$ cat src/rtl/vrp_pkg.sv
package vrp_pkg;
  parameter int unsigned AW    = 16;
  parameter int unsigned DW    = 16;
  parameter int unsigned SELW  = 5;
  parameter int unsigned NFLAG = 6;

  localparam logic [SELW-1:0] SEL_WPTR = 5'h00;
  localparam logic [SELW-1:0] SEL_RPTR = 5'h01;
  localparam logic [SELW-1:0] SEL_DATA = 5'h02;
  localparam logic [SELW-1:0] SEL_CTRL = 5'h05;

  typedef struct packed {
    logic          we;
    logic [AW-1:0] addr;
    logic [DW-1:0] data;
  } vcmd_t;

  function automatic logic [AW-1:0] step_of(input logic [1:0] code);
    case (code)
      2'd0:    step_of = AW'(1);
      2'd1:    step_of = AW'(32);
      2'd2:    step_of = AW'(64);
      default: step_of = AW'(128);
    endcase
  endfunction
endpackage

$ cat src/rtl/vrp_regs.sv
module vrp_regs
  import vrp_pkg::*;
(
  input  logic            clk_i,
  input  logic            rst_ni,
  input  logic            sel_wr_i,
  input  logic            lo_wr_i,
  input  logic            hi_wr_i,
  input  logic            hi_rd_i,
  input  logic [7:0]      wdata_i,
  output logic [SELW-1:0] sel_o,
  output logic [DW-1:0]   ctrl_o,
  output logic            cmd_valid_o,
  output vcmd_t           cmd_o
);
  logic [SELW-1:0] sel_q;
  logic [7:0]      hold_q;
  logic [AW-1:0]   wptr_q, rptr_q;
  logic [DW-1:0]   ctrl_q;
  logic [DW-1:0]   word;
  logic [AW-1:0]   step;
  logic            data_rd;

  assign word    = {wdata_i, hold_q};
  assign step    = step_of(ctrl_q[12:11]);
  assign data_rd = hi_rd_i && (sel_q == SEL_DATA);

  always_ff @(posedge clk_i or negedge rst_ni) begin
    if (!rst_ni) begin
      sel_q  <= '0;
      hold_q <= '0;
      wptr_q <= '0;
      rptr_q <= '0;
      ctrl_q <= '0;
    end else begin
      if (sel_wr_i) sel_q <= wdata_i[SELW-1:0];
      if (lo_wr_i)  hold_q <= wdata_i;
      if (hi_wr_i) begin
        case (sel_q)
          SEL_WPTR: wptr_q <= word;
          SEL_RPTR: rptr_q <= word;
          SEL_DATA: wptr_q <= wptr_q + step;
          SEL_CTRL: ctrl_q <= word;
          default: ;
        endcase
      end else if (data_rd) begin
        rptr_q <= rptr_q + step;
      end
    end
  end

  always_comb begin
    cmd_valid_o = 1'b0;
    cmd_o       = '0;
    if (hi_wr_i) begin
      if (sel_q == SEL_RPTR) begin
        cmd_valid_o = 1'b1;
        cmd_o.addr  = word;
      end else if (sel_q == SEL_DATA) begin
        cmd_valid_o = 1'b1;
        cmd_o.we    = 1'b1;
        cmd_o.addr  = wptr_q;
        cmd_o.data  = word;
      end
    end else if (data_rd) begin
      cmd_valid_o = 1'b1;
      cmd_o.addr  = rptr_q + step;
    end
  end

  assign sel_o  = sel_q;
  assign ctrl_o = ctrl_q;

  // a commit to an unused index leaves the control register alone
  p_unused_ctrl_r9: assert property (@(posedge clk_i) disable iff (!rst_ni)
    (hi_wr_i && sel_q != SEL_CTRL) |=> $stable(ctrl_o));
endmodule

$ cat src/rtl/vrp_seq.sv
module vrp_seq
  import vrp_pkg::*;
(
  input  logic          clk_i,
  input  logic          rst_ni,
  input  logic          cmd_valid_i,
  input  vcmd_t         cmd_i,
  input  logic          ack_i,
  input  logic [DW-1:0] rdata_i,
  output logic          req_o,
  output logic          we_o,
  output logic [AW-1:0] addr_o,
  output logic [DW-1:0] wdata_o,
  output logic          busy_o,
  output logic [DW-1:0] rbuf_o
);
  logic          act_q, pend_v_q;
  vcmd_t         cur_q, pend_q;
  logic [DW-1:0] rbuf_q;

  always_ff @(posedge clk_i or negedge rst_ni) begin
    if (!rst_ni) begin
      act_q    <= 1'b0;
      pend_v_q <= 1'b0;
      cur_q    <= '0;
      pend_q   <= '0;
      rbuf_q   <= '0;
    end else begin
      if (act_q && ack_i) begin
        if (!cur_q.we) rbuf_q <= rdata_i;
        if (pend_v_q) begin
          cur_q <= pend_q;
          if (cmd_valid_i) pend_q <= cmd_i;
          else             pend_v_q <= 1'b0;
        end else if (cmd_valid_i) begin
          cur_q <= cmd_i;
        end else begin
          act_q <= 1'b0;
        end
      end else if (!act_q) begin
        if (cmd_valid_i) begin
          act_q <= 1'b1;
          cur_q <= cmd_i;
        end
      end else if (cmd_valid_i && !pend_v_q) begin
        pend_q   <= cmd_i;
        pend_v_q <= 1'b1;
      end
    end
  end

  assign req_o   = act_q;
  assign we_o    = cur_q.we;
  assign addr_o  = cur_q.addr;
  assign wdata_o = cur_q.data;
  assign busy_o  = act_q | pend_v_q;
  assign rbuf_o  = rbuf_q;

  p_req_hold_r10: assert property (@(posedge clk_i) disable iff (!rst_ni)
    (req_o && !ack_i) |=> (req_o && $stable(addr_o) && $stable(we_o) && $stable(wdata_o)));

  p_queue_issue_r6: assert property (@(posedge clk_i) disable iff (!rst_ni)
    (req_o && ack_i && pend_v_q) |=> req_o);
endmodule

$ cat src/rtl/vrp_status.sv
module vrp_status
  import vrp_pkg::*;
(
  input  logic             clk_i,
  input  logic             rst_ni,
  input  logic [NFLAG-1:0] evt_i,
  input  logic             clr_i,
  input  logic             busy_i,
  input  logic [3:0]       en_i,
  output logic [7:0]       stat_o,
  output logic             irq_o
);
  logic [NFLAG-1:0] flag_q;

  always_ff @(posedge clk_i or negedge rst_ni) begin
    if (!rst_ni) flag_q <= '0;
    else         flag_q <= (clr_i ? '0 : flag_q) | evt_i;
  end

  assign stat_o = {1'b0, busy_i, flag_q};
  // DMA-done flags (bits 3, 4) have no enable here
  assign irq_o  = (flag_q[0] & en_i[0]) | (flag_q[1] & en_i[1]) |
                  (flag_q[2] & en_i[2]) | (flag_q[5] & en_i[3]);

  p_clear_r7: assert property (@(posedge clk_i) disable iff (!rst_ni)
    (clr_i && evt_i == '0) |=> (stat_o[5:0] == '0));

  p_latch_r7: assert property (@(posedge clk_i) disable iff (!rst_ni)
    (evt_i != '0) |=> ((stat_o[5:0] & $past(evt_i)) == $past(evt_i)));

  p_irq_src_r8: assert property (@(posedge clk_i) disable iff (!rst_ni)
    irq_o |-> (stat_o[0] | stat_o[1] | stat_o[2] | stat_o[5]));
endmodule

$ cat src/rtl/vid_reg_port.sv
module vid_reg_port
  import vrp_pkg::*;
(
  input  logic             clk_i,
  input  logic             rst_ni,
  input  logic             cpu_cs_i,
  input  logic             cpu_wr_i,
  input  logic             cpu_rd_i,
  input  logic [1:0]       cpu_addr_i,
  input  logic [7:0]       cpu_wdata_i,
  output logic [7:0]       cpu_rdata_o,
  output logic             vram_req_o,
  output logic             vram_we_o,
  output logic [AW-1:0]    vram_addr_o,
  output logic [DW-1:0]    vram_wdata_o,
  input  logic             vram_ack_i,
  input  logic [DW-1:0]    vram_rdata_i,
  input  logic [NFLAG-1:0] evt_i,
  output logic             irq_o,
  output logic [DW-1:0]    ctrl_o
);
  logic            wr, rd, sel_wr, lo_wr, hi_wr, hi_rd, stat_rd;
  logic [SELW-1:0] sel;
  logic            cmd_valid, busy;
  vcmd_t           cmd;
  logic [DW-1:0]   rbuf;
  logic [7:0]      stat;

  assign wr      = cpu_cs_i & cpu_wr_i;
  assign rd      = cpu_cs_i & cpu_rd_i & ~cpu_wr_i;
  assign sel_wr  = wr && cpu_addr_i == 2'd0;
  assign lo_wr   = wr && cpu_addr_i == 2'd2;
  assign hi_wr   = wr && cpu_addr_i == 2'd3;
  assign stat_rd = rd && cpu_addr_i == 2'd0;
  assign hi_rd   = rd && cpu_addr_i == 2'd3;

  vrp_regs u_regs (
    .clk_i, .rst_ni,
    .sel_wr_i(sel_wr), .lo_wr_i(lo_wr), .hi_wr_i(hi_wr), .hi_rd_i(hi_rd),
    .wdata_i(cpu_wdata_i), .sel_o(sel), .ctrl_o(ctrl_o),
    .cmd_valid_o(cmd_valid), .cmd_o(cmd)
  );

  vrp_seq u_seq (
    .clk_i, .rst_ni,
    .cmd_valid_i(cmd_valid), .cmd_i(cmd),
    .ack_i(vram_ack_i), .rdata_i(vram_rdata_i),
    .req_o(vram_req_o), .we_o(vram_we_o), .addr_o(vram_addr_o),
    .wdata_o(vram_wdata_o), .busy_o(busy), .rbuf_o(rbuf)
  );

  vrp_status u_stat (
    .clk_i, .rst_ni,
    .evt_i(evt_i), .clr_i(stat_rd), .busy_i(busy), .en_i(ctrl_o[3:0]),
    .stat_o(stat), .irq_o(irq_o)
  );

  always_comb begin
    case (cpu_addr_i)
      2'd0:    cpu_rdata_o = stat;
      2'd2:    cpu_rdata_o = (sel == SEL_DATA) ? rbuf[7:0]  : 8'h00;
      2'd3:    cpu_rdata_o = (sel == SEL_DATA) ? rbuf[15:8] : 8'h00;
      default: cpu_rdata_o = 8'h00;
    endcase
  end

  p_low_quiet_r5: assert property (@(posedge clk_i) disable iff (!rst_ni)
    (lo_wr && !vram_req_o) |=> !vram_req_o);

  p_busy_flag_r6: assert property (@(posedge clk_i) disable iff (!rst_ni)
    vram_req_o |-> stat[6]);
endmodule

$ cat config.mk
export PLATFORM = sky130hd
export DESIGN_NAME = vid_reg_port
export DESIGN_NICKNAME = d
export VERILOG_FILES = /design/src/rtl/vrp_pkg.sv /design/src/rtl/vrp_regs.sv /design/src/rtl/vrp_seq.sv /design/src/rtl/vrp_status.sv /design/src/rtl/vid_reg_port.sv
export SDC_FILE = /design/constraint.sdc
export NUM_CORES = 1
export LEC_CHECK = 0
export ABC_AREA = 1
export CORE_ASPECT_RATIO = 1.5
export CORE_UTILIZATION = 45
export DETAILED_ROUTE_END_ITERATION = 10
export DONT_BUFFER_PORTS = 1
export GPL_ROUTABILITY_DRIVEN = 0
export HOLD_SLACK_MARGIN = 0.06
export SLEW_MARGIN = 20
export SYNTH_ARGS = -nofsm -noshare
export SYNTH_HDL_FRONTEND = slang
export SYNTH_SLANG_ARGS = --single-unit
$ cat constraint.sdc
create_clock -name clk_i -period 6.11 [get_ports clk_i]
set_clock_uncertainty 0.2 [all_clocks]
set_input_delay 1.222 -clock clk_i [delete_from_list [all_inputs] [get_ports clk_i]]
set_output_delay 1.222 -clock clk_i [all_outputs]
set_load 0.005 [all_outputs]
After elaboration in Yosys (flattened, before gate mapping):

Cells that the tools add are included.

* register bits after elaboration: 151

* add/subtract/negate cells: 2
* equality and inequality tests: 13
* multiplexer cells: 39
* bitwise operators: 14
* reduce and logical (&&, ||, !) cells: 23

Operators with widths (count)
* two-way mux 33 bit: 10
* two-way mux 16 bit: 8
* case mux 8 bit (3 select lines): 2
* adder 16 x 8 -> 16 bit: 2
* case mux 16 bit (2 select lines): 1
* two-way mux 8 bit: 2
* two-way mux 1 bit: 15
* AND reduction 2 bit: 6
* logical AND 1 bit: 8
* nonzero test 2 bit: 4
* bitwise AND 1 bit: 7
* equality test 2 bit (second input constant): 3
* two-way mux 6 bit: 1
* inequality test 2 x 1 -> 1 bit (second input constant): 3
* inequality test 2 bit (second input constant): 3
* bitwise OR 6 bit: 1
* equality test 5 x 1 -> 1 bit (second input constant): 1
* equality test 5 x 2 -> 1 bit (second input constant): 1
* equality test 5 x 3 -> 1 bit (second input constant): 1
* logical NOT 5 bit: 1
* logical NOT 2 bit: 2
* bitwise OR 1 bit: 4
* AND reduction 4 bit: 1
* equality test 2 x 1 -> 1 bit (second input constant): 1
* other kinds (2): 3

Logic depth before layout (Yosys ltp):

Gate-level depths: netlist of the first run.

* depth after elaboration: 10
* depth in mapped cells: 17
* depth with buffers taken out: 16

By module:

Synthesis of the first run repeated with hierarchy kept, for this count alone.

* cells, all modules: 1221
* area total of the unflattened synthesis: 8879.8 um^2

By module, submodules not included
* vrp_seq: instances 1, cells each 554, area an instance 4304.1 um^2, sequential area each 2102.0 um^2
* vrp_regs: instances 1, cells each 567, area an instance 3980.1 um^2, sequential area each 1526.5 um^2
* vid_reg_port: instances 1, cells each 70, area an instance 325.3 um^2, sequential area each 0.0 um^2
* vrp_status: instances 1, cells each 30, area an instance 270.3 um^2, sequential area each 150.1 um^2

Worst setup path before layout of the first run:

Ideal clock, no wire load.

* kind: input -> output
* start point: input cpu_addr_i[1]
* end point: output cpu_rdata_o[7]
* data arrival time: 1.788 ns
* required time: 4.688 ns
* setup slack: 2.900 ns
* cell stages on the path: 3
* path buffers: 0
* cell sequence: inv_1 > nor2_1 > a32o_1

* word-level cells in the longest chain between the ends: 2
* elaborated cells between the ends (all ways): 4

Ends and longest elaborated chain
* start, declared: line vid_reg_port.sv:9 `input logic [1:0] cpu_addr_i,`
* equality test 2 bit or logical NOT 2 bit (tied branches): line vid_reg_port.sv:59 `case (cpu_addr_i)`
* case mux 8 bit (3 select lines) *: line vid_reg_port.sv:59
* end, declared: line vid_reg_port.sv:11 `output logic [7:0] cpu_rdata_o,`

Mark *: on every way between the ends. The rest lies on a longest branch, timed or not.

Worst setup path in the final report of the first run:

* start point: input cpu_addr_i[0]
* end point: register u_seq.pend_q[15] (netlist name)

* word-level cells in the longest chain between the ends: 8
* elaborated cells between the ends (all ways): 16

Ends and longest elaborated chain
* equality test 2 bit *: line vid_reg_port.sv:33, vid_reg_port.sv:35
* logical AND 1 bit: line vid_reg_port.sv:35 `assign hi_rd = rd && cpu_addr_i == 2'd3;`
* logical AND 1 bit: line vrp_regs.sv:26 `assign data_rd = hi_rd_i && (sel_q == SEL_DATA);`
* two-way mux 1 bit: line vrp_regs.sv:65 `end else if (data_rd) begin`
* two-way mux 1 bit: line vrp_regs.sv:55 `if (hi_wr_i) begin`
* logical AND 1 bit: line vrp_seq.sv:45 `end else if (cmd_valid_i && !pend_v_q) begin`
* nonzero test 2 bit (no line)
* AND reduction 4 bit (no line)
* end signal, assigned: line vrp_seq.sv:33 `if (cmd_valid_i) pend_q <= cmd_i;`
* end signal, assigned: line vrp_seq.sv:46 `pend_q <= cmd_i;`
* end, declared: line vrp_seq.sv:18 `vcmd_t cur_q, pend_q;`

Mark *: on every way between the ends. The rest lies on a longest branch, timed or not. The select of a mux whose other input is x is not followed.
A chain may end at the register's enable or synchronous reset.

==> impl_results.md, run 1 <==
* Status: finished, final reports clean
* Worst Path Max Fanout at 33
* Fin Setup TNS at 0 ps
* I/O pin cnt at 97
* Max-Slew Margin vs Limit at a little over a third
* Crit path max-delay family: simple AND/OR/NAND/NOR gates
* Die area at about 19,000 sq um
* Placement Setup Slack at 1800 ps
* Cell area power density at between 300 and 400 nW/um^2
* Yosys warning count at 0
* Nets at approximately 1,100
* Routed Antenna Nets at 0
* Total global routing overflow at 0
* CP Cell Sequence: nand2_2 -> nor2_2 -> buf_4 -> inv_2 -> nor2_4 -> nand2_2 -> nand2_2 -> nand2_2 -> inv_2 -> o21ai_0 -> o21ai_0 -> inv_1
* CTS root buffer: clkbuf_16
* Synth area leaders: dfrtp_1 46%, nand2_1 13%, o21ai_0 6.8%
* Mapped Area at roughly 8200 sq um
* Worst-Skew Late Latency at approximately 430 ps
* Final Util at about half
* Worst Path Buf+Inv at 4
* Number of diodes at 0
* Final setup violating endpoints at 0
* Minimum clock period after layout at between 3000 and 4000 ps
* # Max-Cap Violations at 0
* Share of final-layout standard cells stronger than drive strength 1 at 8.88%
* CTS tree: done
* Crit share post-route at 63.9%
* Initial core utilization at a little under half
* Longest Clk Path Bufs at 2
* Largest net degree at the start of global routing at roughly 150
* HPWL Detailed at between 15,000 and 20,000 um
* Area grow syn2layout at 8.13%
* First-pass GRT wire length at roughly 37,000 um
* Top-count cell post-synth: nand2_1
* Cell area after layout at 8920 sq um
* RSZ-0062 raised after global routing: false
* Fmax at 256 MHz
* Worst r2r path cells at 12
* Row count at 60
* Leak at between 4 and 5 nW
* CTS sink count at about 150
* CP max stage delay at 530 ps
* Slew @ Worst Pin at between 900 and 1000 ps
* Number of global-route vias before repair at between 6,000 and 7,000
* Avg Inst Size Synth at between 7 and 8 sq um
* Max H-tree Level at 4
* Vias/cell at between 5 and 6
* Post-synthesis register bit count at around 150
* CTS clk-pin slew, worst paths at 70 ps
* Post-CTS Repair Setup Buffers at 0
* Crit end category: flip-flop
* CP max stage cell: nor2_4
* Post-synth top cells: 290 x nand2_1, 151 x dfrtp_1, 112 x o21ai_0
* Die X at 113 um
* Router iterations before antenna repair at 5
* Main flop type after synthesis: dfrtp_1
* Sequential cell area fraction in the yosys report at between 40% and 50%
* Post-route worst setup slack at roughly 2200 ps
* Cts repair resizes at 0
* Synth top area share at between 40 and 50%
* Routed wire per std cell at 18.5 um
* Yosys cell types at 48
* DRT iter0 DRCs at roughly 470
* CTS Hold Bufs at 0
* Initial antenna violation count at 0
* Critical path class: input port to flip-flop
* Max VDD drop at around 0.22 mV
* Post-synth net total at between 1,000 and 1,500
* Max Slew Vio Count at 0
* Worst hold path class: input port to async pin
* Hold WS at approximately 280 ps
* Worst EP arrival at roughly 4000 ps
* Core area at ~18,000 sq um
* Worst path depth at 12
* Cell taking the most area after synthesis: dfrtp_1
* DIE HEIGHT at 168 um
* PortBufs at 0
* Post-Place Cell Area at 8320 sq um
* Final Hold Vio Count at 0
* Clock buffer count from CTS at 17
* Via count at between 7,000 and 8,000
* Drt total wl at 23,600 um
* Total track usage at 25.8%
* Number of synthesized flops with an enable pin at 0
* Crit path launch type: input port
* Mapped Cells at 1,066
* WP data required at 6230 ps
* Most frequent cell on the critical path: nand2_2
* DRC viols at 0
* Async SR Flop Fraction at 100%
## metrics by stage
stage / instances / total power [mW]
2_1_floorplan: 1066 / 1.98
3_3_place_gp: 1243 / 2.16
3_5_place_dp: 1243 / 2.18
4_1_cts: 1275 / 3.25
5_1_grt: 1275 / 3.42
6_report: 1275 / 3.24
## cell families (layout without fill, tap and decap cells)
family	Yosys count	after routing	synth area share [%]
multiplexers	16	16	2.19
AO/OA/AOI/OAI	244	244	17.2
buffers and inverters	167	159	8.35
AND/OR/NAND/NOR	475	475	24.8
flip-flops	151	151	45.8
adder cells (fa/ha/maj)	6	6	0.910
XOR/XNOR	7	7	0.744
## path summary, 6_finish.rpt
path,start,end,slack (ps)
worst max-delay path,cpu_addr_i[0],u_seq.pend_q[15]$_DFFE_PN0P_,2210
worst min-delay path,rst_ni,u_seq.wdata_o[7]$_DFFE_PN0P_,280
worst max register to register,u_regs.sel_o[1]$_DFFE_PN0P_,u_seq.pend_q[15]$_DFFE_PN0P_,2720
worst min register to register,u_seq.pend_q[11]$_DFFE_PN0P_,u_seq.pend_q[11]$_DFFE_PN0P_,280
max in group asynchronous,rst_ni,u_regs.rptr_q[6]$_DFFE_PN0P_,5210
min in group clk_i,u_seq.pend_q[11]$_DFFE_PN0P_,u_seq.pend_q[11]$_DFFE_PN0P_,280
## routing by layer
layer  wire length (um)  share of wire (%)  track usage [%]  up-vias
met3               1300                5.5             5.83       71
met2              11500                 49             43.6      235
met1               9540                 40             30.4     3353
met5                  0                  0                0        -
met4               1220                5.2             13.8        0
li1                   -                  -                -     3479
## cells in the final DEF, fill, tap and decap left out, types with 4 or more instances in the layout
master	Yosys	layout
nand2_1	290	290
nor2_2	6	6
inv_1	111	111
nor3_1	7	7
mux2_2	16	16
nand2_2	8	8
dfrtp_1	151	151
o22ai_1	16	16
o31ai_1	5	5
ha_1	6	6
a22oi_1	8	8
o21bai_1	8	8
o31ai_2	5	5
a21oi_1	55	55
nor2_1	61	61
o21ai_0	112	112
o21ai_1	9	9
o211ai_1	11	11
inv_2	10	10
clkbuf_16	0	17
xor2_1	5	5
nand3_1	74	74
inv_6	0	4
a31oi_1	4	4
nand4_1	14	14
clkinvlp_4	0	4
## report_power, final
group          internal (mW)  switching [mW]
logic                  0.262           0.414
clock network          0.589           0.478
registers               1.25           0.244
## worst reg2reg max path, cell delays in order (launching register included)
cell      delay, ps
dfrtp_1         430
inv_2           200
nor2_4           60
nand3_4         270
clkinv_2        580
nand3_1         230
nand2_1         110
inv_2           200
nand2_2          70
nand2_2         510
inv_2           150
o21ai_0         190
inv_1            60
## flip-flops by register name, indices dropped and copies added, names as in the netlist
register	count
u_seq.wdata_o	16
u_seq.addr_o	16
u_regs.rptr_q	16
u_regs.hold_q	8
u_stat.flag_q	6
u_seq.pend_q	33
u_seq.req_o	1
u_regs.wptr_q	16
u_seq.pend_v_q	1
u_regs.sel_o	5
u_seq.we_o	1
u_seq.rbuf_o	16
u_regs.ctrl_o	16
## area by class of cell
| type | instances | area (sq um) |
|---|---|---|
| Clock buffer | 18 | 439 |
| Clock inverter | 14 | 159 |
| Fill cell | 1745 | 9030 |
| Inverter | 124 | 467 |
| Multi-Input combinational cell | 748 | 3780 |
| Sequential cell | 151 | 3780 |
| Tap cell | 217 | 272 |
| Timing Repair Buffer | 3 | 22.5 |
(Power assumes the default switching activity.)
==> run 2, diff against run 1 <==
--- a/config.mk
+++ b/config.mk
@@ -5,7 +5,7 @@
 export SDC_FILE = /design/constraint.sdc
 export NUM_CORES = 1
 export LEC_CHECK = 0
-export ABC_AREA = 1
+export ABC_AREA = 0
 export CORE_ASPECT_RATIO = 1.5
 export CORE_UTILIZATION = 45
 export DETAILED_ROUTE_END_ITERATION = 10
==> constraint.sdc (replaced) <==
create_clock -name clk_i -period 3.4 [get_ports clk_i]
set_clock_uncertainty 0.2 [all_clocks]
set_input_delay 0.68 -clock clk_i [delete_from_list [all_inputs] [get_ports clk_i]]
set_output_delay 0.68 -clock clk_i [all_outputs]
set_load 0.005 [all_outputs]
==> run 2 against run 1 <==
  * The run now ends with hold timing left
  * Combinational power up 32%
  * Hold slack worse by 540 ps
  * Synthesized cell count down 22%
  * Sequential power up 66%
  * Die area down 5.4%
  * Area after synthesis down 5.4%
  * Critical path depth down 8
  * Clock power up 82%
  * Count of clock-buffer cells in the layout down 1
  * Largest power group unchanged
==> impl_results.md, run 2 <==
* Status: finished, violations left
* Violated checks: hold timing
* Routed Antenna Nets at 0
* Max Slew Vio Count at 0
* Core area at between 15,000 and 20,000 sq um
* Fmax at between 300 and 400 MHz
* PortBufs at 0
* Crit path launch type: flip-flop
* CTS root buffer: clkbuf_16
* Initial antenna violation count at 0
* Crit end category: output pin
* Yosys cell types at 63
* Register area at ~3800 sq um
* CP max stage cell: and2_1
* Clock power share at a little over a third
* Top-count cell post-synth: dfrtp_1
* Sequential cell area fraction in the yosys report at 48.5%
* HPWL Detailed at between 15,000 and 20,000 um
* Cts repair resizes at 0
* CTS sink count at between 150 and 200
* Avg Inst Size Synth at between 9 and 10 sq um
* Fin Setup TNS at 0 ps
* Max reg flops at 33
* Mapped Area at roughly 7800 sq um
* First-pass GRT wire length at between 30,000 and 40,000 um
* WL met2 at around 11,000 um
* Max VDD drop at between 0.4 and 0.5 mV
* # Max-Cap Violations at 0
* Commonest cells after routing, fill and taps aside: 151 x dfrtp_1, 126 x nand2_1, 72 x a21oi_1
* Met1 WL at roughly 8700 um
* Critical path class: flip-flop to output pin
* Post-synth top cells: 151 x dfrtp_1, 126 x nand2_1, 72 x a21oi_1
* CTS tree: done
* Minimum clock period after layout at between 3000 and 4000 ps
* Worst Path Buf+Inv at 1
* Most common cell after layout, fill and taps aside: dfrtp_1
* Synth area leaders: dfrtp_1 48%, mux2_2 7.7%, nand2_1 6.1%
* RSZ-0062 raised after global routing: false
* Yosys warning count at 0
* Met3 WL at about 1100 um
* Nets at approximately 850
* Post-synth net total at about 870
* Die X at between 100 and 150 um
* Number of diodes at 0
* Crit share post-route at about 90%
* Initial core utilization at a little under half
* Cell area power density at about 620 nW/um^2
* CP max stage delay at 430 ps
* Pwr Total at 5.32 mW
* Vias/cell at a little over 6
* WP data required at around 2500 ps
* Worst Path Max Fanout at 18
* Final Hold Vio Count at roughly 150
* Post-synthesis register bit count at roughly 150
* Cell taking the most area after synthesis: dfrtp_1
* Multi-input gate area at approximately 3700 sq um
* Clock buffer count from CTS at 17
* Largest net degree at the start of global routing at 152
* Final Util at between 50% and 60%
* Sequential share of power at ~47%
* Post-CTS Repair Setup Buffers at 0
* Synth top area share at roughly half
* Leak at between 3 and 4 nW
* Dpl cells at around 1,000
* Psw at approximately 1.7 mW
* Via count at 6,303
* Worst EP arrival at roughly 2200 ps
* Number of global-route vias before repair at between 6,000 and 7,000
* Logic gate share of total power at between 10% and 20%
* Row count at a little under 60
* Finished Layout Cells at 1,033
* Async SR Flop Fraction at between 90% and 100%
* Slew @ Worst Pin at just under 1000 ps
* Worst hold path class: input port to async pin
* Router iterations before antenna repair at 5
* Die area at 17,900 sq um
* Share of final-layout standard cells stronger than drive strength 1 at 14.0%
* DRC viols at 0
* CP Cell Sequence: nor4_4 -> and2_1 -> buf_4 -> and3_1
* CTS clk-pin slew, worst paths at about 60 ps
* Switching share of total power at approximately 31%
* Total global routing overflow at 0
* DIE HEIGHT at between 150 and 200 um
* Main flop type after synthesis: dfrtp_1
* Longest Clk Path Bufs at 2
* Worst-Skew Late Latency at about 430 ps
* Mapped Cells at ~830
* Max-Slew Margin vs Limit at around a third
* Crit path max-delay family: simple AND/OR/NAND/NOR gates
* Fillers at around 1,600
* Total track usage at 25.7%
* DRT iter0 DRCs at approximately 420
* Final setup violating endpoints at 0
* Area grow syn2layout at 9.57%
* I/O pin cnt at just under 100
* Reg with most FFs: u_seq.pend_q
* Hold WS at -258 ps
* Routed wire per std cell at between 20 and 25 um
* Number of synthesized flops with an enable pin at 0
* Drt total wl at approximately 21,000 um
* Max H-tree Level at 4
* Highest routed layer: met4
* P_int at 3.66 mW
[run 2: changes by cell type after synthesis, moves of 16 or more]
cell,previous run,this run
nand2_1,290,126
inv_1,111,4
o21ai_0,112,60
nand3_1,74,25
mux2_2,16,53
o21ai_1,9,33
a21oi_1,55,72
a22oi_1,8,24
clkbuf_1,18,34
[run 2: logic make-up after synthesis]
group	after synthesis	share of synthesized area, %
xor+xnor	17	1.91
simple gates	265	15.3
compound gates	268	21.0
buf+inv	61	3.64
flops	151	48.5
mux	61	8.68
fa+ha+maj	6	0.963
[run 2: per-stage QoR]
stage          instance area (sq um)  worst slack (ps)
3_3_place_gp                    7930               631
3_5_place_dp                    7930               581
5_1_grt                         8540               180
4_1_cts                         8540               344
2_1_floorplan                   7800               776
6_report                        8540               352
[run 2: routing by layer]
metal / global-route usage (%) / vias up
li1: - / 2945
met1: 31.4 / 3071
met2: 43.1 / 236
met3: 4.67 / 51
met4: 12.8 / 0
met5: 0 / -
[run 2: path summary, 6_finish.rpt]
path                       slack (ps)                   startpoint  depth (start not counted)                            end
max                               350  u_regs.sel_o[0]$_DFFE_PN0P_                          4                 cpu_rdata_o[7]
min                              -260                       rst_ni                          0   u_seq.rbuf_o[13]$_DFFE_PN0P_
max reg2reg                       490  u_regs.sel_o[1]$_DFFE_PN0P_                          7   u_regs.rptr_q[9]$_DFFE_PN0P_
min reg2reg                       280  u_seq.pend_q[2]$_DFFE_PN0P_                          2    u_seq.pend_q[2]$_DFFE_PN0P_
max in group asynchronous        2860                       rst_ni                          0  u_regs.rptr_q[13]$_DFFE_PN0P_
min in group clk_i                140                     evt_i[1]                          1     u_stat.flag_q[1]$_DFF_PN0_
[run 2: cell type report]
| class | count | share of cell area (%) |
|---|---|---|
| Clock inverter | 15 | 2.15 |
| Inverter | 4 | 0.176 |
| Timing Repair Buffer | 19 | 1.67 |
| Multi-Input combinational cell | 617 | 43.7 |
| Sequential cell | 151 | 44.2 |
| Tap cell | 210 | 3.08 |
| Clock buffer | 17 | 4.98 |
[run 2: power groups by stage]
stage                     logic, mW  registers, mW  clock network (mW)
after floorplan               0.757           2.36                   0
after global placement        0.863           2.50                   0
after detailed placement      0.888           2.52                   0
after CTS                     0.894           2.48                1.99
after global routing           1.00           2.53                2.06
final                         0.892           2.48                1.95
==> run 3, diff against run 2 <==
--- a/config.mk
+++ b/config.mk
@@ -12,6 +12,7 @@
 export DONT_BUFFER_PORTS = 1
 export GPL_ROUTABILITY_DRIVEN = 0
 export HOLD_SLACK_MARGIN = 0.06
+export RECOVER_POWER = 100
 export SLEW_MARGIN = 20
 export SYNTH_ARGS = -nofsm -noshare
 export SYNTH_HDL_FRONTEND = slang
==> run 3 against run 2 <==
  * The flow still finishes with violations (hold timing)
  * Hold slack improved by 0.76 ps
  * Combinational power decreased by 1%
  * Power decreased by 0.22%
  * Sequential power about the same
  * Register-to-register slack got worse by 150 ps
  * Sequential share of layout area increased by 0.18 points
  * Global-route usage unchanged
  * Critical path type is now flip-flop to flip-flop
  * Largest cell class unchanged
  * Highest routed layer unchanged
==> impl_results.md, run 3 (synthesized netlist as in run 2, its figures left out) <==
* Post-CTS Repair Setup Buffers at 0
* Number of diodes at 0
* Cts repair resizes at 0
* Max VDD drop at approximately 0.41 mV
* Reg with most FFs: u_seq.pend_q
* Cell area power density at about 620 nW/um^2
* WP data required at around 3500 ps
* # Max-Cap Violations at 0
* Fmax at between 300 and 400 MHz
* DIE HEIGHT at approximately 160 um
* CTS sink count at ~150
* Slew @ Worst Pin at roughly 1200 ps
* Crit share post-route at between 80% and 90%
* Hold WS at -258 ps
* Drt total wl at 21,500 um
* Routed wire per std cell at about 21 um
* PortBufs at 0
* Dpl cells at 1,001
* Final Util at between 50 and 60%
* Register area at between 3000 and 4000 sq um
* Worst-Skew Late Latency at roughly 430 ps
* Row count at 58
* Largest net degree at the start of global routing at 152
* Via count at approximately 6,300
* DRT iter0 DRCs at approximately 450
* Die area at 17,900 sq um
* Core area at 16,800 sq um
* Leak at approximately 3.6 nW
* Max reg flops at 33
* I/O pin cnt at 97
* Router iterations before antenna repair at 7
* Fillers at ~1,600
* RSZ-0062 raised after global routing: false
* Final setup violating endpoints at 0
* Crit end category: flip-flop
* Worst r2r path cells at 7
* Commonest cells after routing, fill and taps aside: 151 x dfrtp_1, 126 x nand2_1, 91 x o21ai_0
* Worst EP arrival at between 3000 and 4000 ps
* Max-Slew Margin vs Limit at around a fifth
* Crit path launch type: flip-flop
* Worst Path Max Fanout at 51
* Area grow syn2layout at 9.12%
* Max Slew Vio Count at 0
* Initial core utilization at around 46%
* Critical path class: flip-flop to flip-flop
* Finished Layout Cells at a little over 1,000
* Worst hold path class: input port to async pin
* Vias/cell at between 6 and 7
* HPWL Detailed at about 15,000 um
* Total global routing overflow at 0
* Status: finished, violations left
* Minimum clock period after layout at between 3000 and 4000 ps
* Violated checks: hold timing
* First-pass GRT wire length at ~34,000 um
* Clock buffer count from CTS at 17
* Multi-input gate area at approximately 3700 sq um
* Initial antenna violation count at 0
* Share of final-layout standard cells stronger than drive strength 1 at roughly an eighth
* Longest Clk Path Bufs at 2
* Nets at ~850
* Final Hold Vio Count at 151
* Total track usage at 25.7%
* DRC viols at 0
* Max H-tree Level at 4
* Number of global-route vias before repair at 6,173
* CTS root buffer: clkbuf_16
* Die X at approximately 110 um
* CTS tree: done
* Most common cell after layout, fill and taps aside: dfrtp_1
* Routed Antenna Nets at 0
* CTS clk-pin slew, worst paths at roughly 70 ps
* Fin Setup TNS at 0 ps
## run 3: area by class of cell
| type | count | share of cell area [%] |
|---|---|---|
| Clock buffer | 17 | 5.00 |
| Clock inverter | 15 | 2.16 |
| Inverter | 4 | 0.176 |
| Multi-Input combinational cell | 617 | 43.7 |
| Sequential cell | 151 | 44.4 |
| Tap cell | 210 | 3.09 |
| Timing Repair Buffer | 19 | 1.47 |
## run 3: power by group
part	total [mW]	leakage, nW	internal, mW	switching (mW)
clock	1.95	0.292	1.11	0.835
combinational	0.881	1.31	0.421	0.459
sequential	2.48	1.98	2.12	0.360
total	5.31	3.58	3.66	1.65
## run 3: worst max-delay path, cell delays in order, from the launching register on
cell	delay [ps]
dfrtp_1	440
nor4b_1	470
and2b_1	440
o21ai_2	80
a21oi_1	430
nand2_1	270
buf_4	340
a22o_1	280
## run 3: per-layer routing
layer  global-route usage, %  up-vias  wire [um]
li1                        -     2941          -
met1                    31.4     3043       8620
met2                    43.1      251      10700
met3                    4.67       57       1220
met4                    12.8        0        997
met5                       0        -          0
## run 3: path summary, 6_finish.rpt
path / start / endpoint / slack [ps]
worst max-delay path: u_regs.sel_o[1]$_DFFE_PN0P_ / u_seq.pend_q[19]$_DFFE_PN0P_ / 340
worst min-delay path: rst_ni / u_seq.rbuf_o[13]$_DFFE_PN0P_ / -260
worst max register to register: u_regs.sel_o[1]$_DFFE_PN0P_ / u_seq.pend_q[19]$_DFFE_PN0P_ / 340
worst min register to register: u_seq.pend_q[2]$_DFFE_PN0P_ / u_seq.pend_q[2]$_DFFE_PN0P_ / 280
max in group asynchronous: rst_ni / u_seq.pend_q[10]$_DFFE_PN0P_ / 2980
min in group clk_i: evt_i[1] / u_stat.flag_q[1]$_DFF_PN0_ / 140
## run 3: through the flow
stage | cell area (sq um) | power, mW | worst slack (ps)
5_1_grt | 8510 | 5.58 | 104
3_3_place_gp | 7930 | 3.36 | 631
3_5_place_dp | 7930 | 3.40 | 581
6_report | 8510 | 5.31 | 342
2_1_floorplan | 7800 | 3.11 | 776
4_1_cts | 8540 | 5.36 | 344
